## src/rtl/tuc_pkg.sv

```systemverilog
package tuc_pkg;
  localparam int TRIP_W   = 1;
  localparam int USE_W    = 2;
  localparam int BIN_W    = TRIP_W + USE_W;
  localparam int NUM_BINS = 1 << BIN_W;

  typedef logic [BIN_W-1:0] bin_t;
endpackage

```

## src/rtl/tuc_bin_counter.sv

```systemverilog
module tuc_bin_counter #(
  parameter int CNT_W = 8
) (
  input  logic             clk,
  input  logic             rst,
  input  logic             live_inc,
  input  logic             dead_inc,
  output logic [CNT_W-1:0] live_nx,
  output logic [CNT_W-1:0] dead_nx,
  output logic [CNT_W-1:0] live_q,
  output logic [CNT_W-1:0] dead_q
);
  localparam logic [CNT_W:0]   SAT_W1 = {1'b0, {CNT_W{1'b1}}};
  localparam logic [CNT_W-1:0] SAT    = {CNT_W{1'b1}};

  logic [CNT_W:0] l_sum, d_sum;
  logic           sat;

  always_comb begin
    l_sum   = {1'b0, live_q} + {{CNT_W{1'b0}}, live_inc};
    d_sum   = {1'b0, dead_q} + {{CNT_W{1'b0}}, dead_inc};
    sat     = (l_sum >= SAT_W1) || (d_sum >= SAT_W1);
    live_nx = sat ? l_sum[CNT_W:1] : l_sum[CNT_W-1:0];
    dead_nx = sat ? d_sum[CNT_W:1] : d_sum[CNT_W-1:0];
  end

  always_ff @(posedge clk) begin
    if (rst) begin
      live_q <= '0;
      dead_q <= '0;
    end else begin
      live_q <= live_nx;
      dead_q <= dead_nx;
    end
  end

  // a stored tally never sits at the saturation value
  assert_no_full_R7: assert property (@(posedge clk) disable iff (rst)
    (live_q != SAT) && (dead_q != SAT));

  // a halving step never grows either tally
  assert_halve_shrinks_R7: assert property (@(posedge clk) disable iff (rst)
    sat |=> (live_q <= $past(live_q)) && (dead_q <= $past(dead_q)));

  // a live strobe without saturation adds exactly one
  assert_live_step_R2: assert property (@(posedge clk) disable iff (rst)
    (live_inc && !sat) |=> live_q == CNT_W'($past(live_q) + 1'b1));

  // a dead strobe without saturation adds exactly one
  assert_dead_step_R3: assert property (@(posedge clk) disable iff (rst)
    (dead_inc && !sat) |=> dead_q == CNT_W'($past(dead_q) + 1'b1));

  // an untrained bin keeps its tallies
  assert_idle_hold_R8: assert property (@(posedge clk) disable iff (rst)
    (!live_inc && !dead_inc) |=> $stable(live_q) && $stable(dead_q));
endmodule

```

## src/rtl/tuc_decision.sv

```systemverilog
module tuc_decision
  import tuc_pkg::*;
#(
  parameter int CNT_W = 8
) (
  input  logic                           clk,
  input  logic                           rst,
  input  logic                           req_valid,
  input  bin_t                           req_bin,
  input  logic [NUM_BINS-1:0][CNT_W-1:0] live_nx,
  input  logic [NUM_BINS-1:0][CNT_W-1:0] dead_nx,
  output logic                           dec_valid,
  output logic                           dec_bypass,
  output bin_t                           dec_bin
);
  logic [CNT_W-1:0] sel_live, sel_dead;

  always_comb begin
    sel_live = live_nx[req_bin];
    sel_dead = dead_nx[req_bin];
  end

  always_ff @(posedge clk) begin
    if (rst) begin
      dec_valid  <= 1'b0;
      dec_bypass <= 1'b0;
      dec_bin    <= '0;
    end else begin
      dec_valid <= req_valid;
      if (req_valid) begin
        dec_bypass <= sel_dead > sel_live;
        dec_bin    <= req_bin;
      end
    end
  end

  // a request is answered in the next cycle
  assert_answer_next_R5: assert property (@(posedge clk) disable iff (rst)
    req_valid |=> dec_valid);

  // no answer without a request
  assert_no_spurious_R5: assert property (@(posedge clk) disable iff (rst)
    !req_valid |=> !dec_valid);

  // the answer carries the requested bin
  assert_bin_echo_R1: assert property (@(posedge clk) disable iff (rst)
    req_valid |=> dec_bin == $past(req_bin));
endmodule

```

## src/rtl/tuc_bypass_predictor.sv

```systemverilog
module tuc_bypass_predictor
  import tuc_pkg::*;
#(
  parameter int CNT_W = 8
) (
  input  logic             clk,
  input  logic             rst,
  input  logic             req_valid,
  input  logic [TRIP_W-1:0] req_trip,
  input  logic [USE_W-1:0] req_use,
  input  logic             live_valid,
  input  logic [BIN_W-1:0] live_bin,
  input  logic             dead_valid,
  input  logic [BIN_W-1:0] dead_bin,
  output logic             dec_valid,
  output logic             dec_bypass,
  output logic [BIN_W-1:0] dec_bin
);
  bin_t                           req_bin;
  logic [NUM_BINS-1:0]            live_sel, dead_sel;
  logic [NUM_BINS-1:0][CNT_W-1:0] live_nx, dead_nx, live_q, dead_q;

  assign req_bin = {req_trip, req_use};

  for (genvar b = 0; b < NUM_BINS; b++) begin : g_bin
    assign live_sel[b] = live_valid && (live_bin == BIN_W'(b));
    assign dead_sel[b] = dead_valid && (dead_bin == BIN_W'(b));

    tuc_bin_counter #(.CNT_W(CNT_W)) u_cnt (
      .clk      (clk),
      .rst      (rst),
      .live_inc (live_sel[b]),
      .dead_inc (dead_sel[b]),
      .live_nx  (live_nx[b]),
      .dead_nx  (dead_nx[b]),
      .live_q   (live_q[b]),
      .dead_q   (dead_q[b])
    );
  end

  tuc_decision #(.CNT_W(CNT_W)) u_dec (
    .clk        (clk),
    .rst        (rst),
    .req_valid  (req_valid),
    .req_bin    (req_bin),
    .live_nx    (live_nx),
    .dead_nx    (dead_nx),
    .dec_valid  (dec_valid),
    .dec_bypass (dec_bypass),
    .dec_bin    (dec_bin)
  );

  // training strobes reach only the addressed bin
  assert_strobe_onehot_R8: assert property (@(posedge clk) disable iff (rst)
    $onehot0(live_sel) && $onehot0(dead_sel));

  // tallies read zero right after reset
  assert_reset_clear_R9: assert property (@(posedge clk)
    $fell(rst) |-> (live_q == '0) && (dead_q == '0));
endmodule

```

## config.mk

```make
export PLATFORM = sky130hd
export DESIGN_NAME = tuc_bypass_predictor
export DESIGN_NICKNAME = d
export VERILOG_FILES = /design/src/rtl/tuc_pkg.sv /design/src/rtl/tuc_bin_counter.sv /design/src/rtl/tuc_decision.sv /design/src/rtl/tuc_bypass_predictor.sv
export SDC_FILE = /design/constraint.sdc
export NUM_CORES = 1
export LEC_CHECK = 0
export ABC_AREA = 1
export CAP_MARGIN = 25
export CORE_MARGIN = 5
export CORE_UTILIZATION = 23
export CTS_BUF_LIST = sky130_fd_sc_hd__clkbuf_4 sky130_fd_sc_hd__clkbuf_8
export DETAILED_ROUTE_END_ITERATION = 6
export SYNTH_ARGS = -nofsm -noshare
export SYNTH_HDL_FRONTEND = slang
export SYNTH_HIERARCHICAL = 1
export SYNTH_SLANG_ARGS = --single-unit
```

## constraint.sdc

```tcl
create_clock -name clk -period 3.02 [get_ports clk]
set_input_delay 0.302 -clock clk [delete_from_list [all_inputs] [get_ports clk]]
set_output_delay 0.302 -clock clk [all_outputs]
set_load 0.005 [all_outputs]
```

==> flow_metrics.env <==
export IMPL_layoutNonFillerInstCount=3014
export IMPL_avgRoutedWirePerCell_um=11.8
export IMPL_synthToLayoutAreaGrowth_pct=50.4
export IMPL_p_int_w=0.00283
export IMPL_die_x_um=232
export IMPL_synth_xor_area_share=0.00617
export IMPL_clockPowerShare=0.435
export IMPL_grt_max_degree=65
export IMPL_synth_compound_area_share=0.0627
export IMPL_io_buffers=18
export IMPL_drt_iter0_markers=861
export IMPL_ys_async_sr_fraction=0
export IMPL_core_um2=48800
export IMPL_nFillCells=5261
export IMPL_finalCriticalPeriod_ns=3.07
export IMPL_hold_viol=0
export IMPL_tightest_slew_ns=0.794
export IMPL_synthTopCellsByArea="dfxtp_1, nand2_1, inv_1, nor2_1, nand4_1"
export IMPL_totalWireLength_um=35500
export IMPL_slew_headroom=0.470
export IMPL_finalCritPeriodShare=1.02
export IMPL_hpwlAfterDp_um=25300
export IMPL_max_cap_violations=0
export IMPL_syn_area_per_cell_um2=5.91
export IMPL_htreeDepth=4
export IMPL_cts_sinks=133
export IMPL_first_pass_iters=5
export IMPL_yosysTopAreaCell="dfxtp_1"
export IMPL_p_leak_nw=8.57
export IMPL_cp_max_fo=7
export IMPL_cp_required_ns=3.40
export IMPL_synth_enable_flop_cells=0
export IMPL_die_area_um2=53900
export IMPL_yosys_warnings=6
export IMPL_grt_util_all_layers=0.129
export IMPL_yosys_area_share_adder=0.0529
export IMPL_slew_violations=0
export IMPL_cts_buffer_depth=2
export IMPL_syn_area_um2=11400
export IMPL_final_nets=2397
export IMPL_violations="setup timing"
export IMPL_setup_viol=1
export IMPL_drive_gt1_frac=0.353
export IMPL_worstPathArrival_ns=3.45
export IMPL_cts_root_buf="clkbuf_8"
export IMPL_num_rows=81
export IMPL_max_freq_mhz=326
export IMPL_seq_area_frac_synth=0.235
export IMPL_finalWorstSetupSlack_ns=-0.0502
export IMPL_syn_nets=1983
export IMPL_m1WireLength_um=16500
export IMPL_tritoncts="yes"
export IMPL_vias_per_cell=4.31
export IMPL_r2r_slack_ns=-0.05
export IMPL_switchingPower_w=0.00107
export IMPL_ys_seq_elements=133
export IMPL_grt_setup_unrepaired="true"
export IMPL_route_detailed_drc=0
export IMPL_power_w=0.00391
export IMPL_place_inst=2906
export IMPL_wl_met2_um=16900
export IMPL_pwr_share_comb=0.109
export IMPL_min_path_type="input port to flip-flop"
export IMPL_highest_layer="met4"
export IMPL_grt_first_pass_wirelength_um=57500
export IMPL_clkLatencyLatePin_ns=0.49
export IMPL_clk_pin_slew_worst_paths_ns=0.09
export IMPL_yosysUniqueCellTypes=31
export IMPL_wl_met3_um=1740
export IMPL_critPathKind="flip-flop to flip-flop"
export IMPL_cts_buffers=17
export IMPL_synth_simple_area_share=0.483
export IMPL_num_vias=13000
export IMPL_grt_pass1_vias=12000
export IMPL_globalRouteOverflowTotal=0
export IMPL_p_per_area_nw_per_um2=229
export IMPL_synth_top_area_frac=0.235
export IMPL_critPathLaunchType="flip-flop"
export IMPL_muxShareOfSynthArea=0.0141
export IMPL_ctsHoldBuffers=0
export IMPL_ant_nets=0
export IMPL_swShare=0.275
export IMPL_syn_inst=1921
export IMPL_worstSetupEndpointType="flip-flop"
export IMPL_grt_antenna_before_repair=1
export IMPL_synth_ff_type="dfxtp_1"
export IMPL_die_height_um=232
export IMPL_outcome="complete, but fails checks"
export IMPL_seqPwrFrac=0.456
export IMPL_io_pins=19
export IMPL_routabilityCongestion=0.869
export IMPL_synth_top_family_by_area="simple AND/OR/NAND/NOR gates"
export IMPL_peakVddDrop_mv=0.223
export IMPL_start_util=0.232
export IMPL_clock_skew_ns=0.0199
## worst paths after layout
kind,startpoint,to,cells after the start
setup / recovery,g_bin[4].u_cnt/live_q[0]$_SDFF_PP0_,u_dec/dec_bypass$_SDFFE_PP0P_,26
hold reg to reg,u_dec/dec_bin[1]$_SDFFE_PP0P_,u_dec/dec_bin[1]$_SDFFE_PP0P_,2
setup reg to reg,g_bin[4].u_cnt/live_q[0]$_SDFF_PP0_,u_dec/dec_bypass$_SDFFE_PP0P_,26
hold / removal,rst,g_bin[4].u_cnt/dead_q[4]$_SDFF_PP0_,2
## cells in the final DEF, fill, tap and decap left out, types with 20 or more instances in the layout
| cell | instances |
|---|---|
| nand2_1 | 540 |
| buf_6 | 32 |
| dfxtp_1 | 116 |
| o21ai_1 | 44 |
| inv_2 | 29 |
| o21ai_0 | 24 |
| buf_4 | 399 |
| ha_4 | 29 |
| nand3_4 | 22 |
| nor2_4 | 44 |
| nand4_1 | 136 |
| clkbuf_8 | 20 |
| nand3_1 | 78 |
| nor2_2 | 47 |
| inv_1 | 291 |
| nor2_1 | 211 |
| nand2_2 | 84 |
## state kept, by name, indices dropped and copies added (netlist names)
name and count:
g_bin.u_cnt/live_q 64, u_dec/dec_bin 3, u_dec/dec_bypass 1, g_bin.u_cnt/dead_q 64
u_dec/dec_valid 1
## layout make-up
cell class                 instances  area (um^2)  area share
timing repair buffer             459         3680       0.215
clock buffer                      21          283      0.0166
multi-input combinational       1399         8220       0.481
clock inverter                    11          148     0.00864
inverter                         325         1230      0.0720
sequential                       133         2690       0.157
tap                              664          831      0.0486
antenna                            2         5.00    0.000293
## power groups by stage
stage / logic, W / registers, W / clock network (W)
2_1_floorplan: 0.000212 / 0.00181 / 0
3_3_place_gp: 0.000369 / 0.00181 / 0
3_5_place_dp: 0.000370 / 0.00182 / 0
4_1_cts: 0.000408 / 0.00178 / 0.00175
5_1_grt: 0.000466 / 0.00178 / 0.00183
6_report: 0.000427 / 0.00178 / 0.00170
## cells by family after synthesis
| kind of cell | count (synthesis) |
|---|---|
| AOI/OAI and AO/OA | 128 |
| xor gates and xnor gates | 8 |
| adders and majority gates | 48 |
| buffers and inverters | 395 |
| DFF | 133 |
| muxes | 16 |
| and+or+nand+nor | 1193 |
## cell usage after synthesis, drive strengths merged (2+ instances only)
cell type,instances
o21bai,8
nand3,112
a211oi,2
mux2i,16
o211ai,8
o22ai,16
nand2,643
buf,59
a21oi,21
xor2,8
nor2,302
dfxtp,133
o21ai,72
ha,48
inv,324
nand4,136
clkbuf,11
## per-stage QoR
stage	setup WS, ns	hold WS [ns]	util	TNS [ns]	instance area, um^2
after CTS	0.00103	0.305	0.339	0	16500
final	-0.0502	0.298	0.350	-0.0502	17100
after floorplan	0.0915	0.371	-	0	11400
after detailed placement	-1.07	0.463	0.303	-1.07	14800
after global routing	-0.221	0.308	0.350	-0.268	17100
after global placement	-1.06	0.456	0.303	-1.06	14800
## per-layer routing
| layer | up-vias | global-route usage |
|---|---|---|
| li1 | 6874 | - |
| met3 | 30 | 0.0271 |
| met2 | 225 | 0.217 |
| met1 | 5867 | 0.169 |
| met4 | 0 | 0.0299 |
| met5 | - | 0 |
## worst max-delay path: stages (launching register included)
cell      delay, ns
dfxtp_2        0.35
ha_4           0.16
ha_4           0.17
nand2_4        0.08
inv_4          0.04
nand3_2        0.06
nand2_2        0.08
nand3_4        0.09
nor2_4         0.04
nand2_4        0.13
nand3_4        0.14
buf_4          0.17
nand2_1        0.07
nand2_2        0.07
inv_1          0.07
nor2_1         0.04
nor2_1         0.12
o21ai_1        0.07
o211ai_1       0.15
o21ai_1        0.12
ha_1           0.31
nand2_1        0.09
a21oi_2        0.06
nor2_1         0.11
nand2_1        0.06
nand2_1        0.07
a21oi_2        0.05
## repair_timing
item,in CTS,in global routing
resized for setup,263,155
hold endpoints to repair,0,0
endpoints found under the setup margin,1,3
cloned,5,3
pin swaps,108,86
setup buffers,59,10
(Power assumes the default switching activity.)
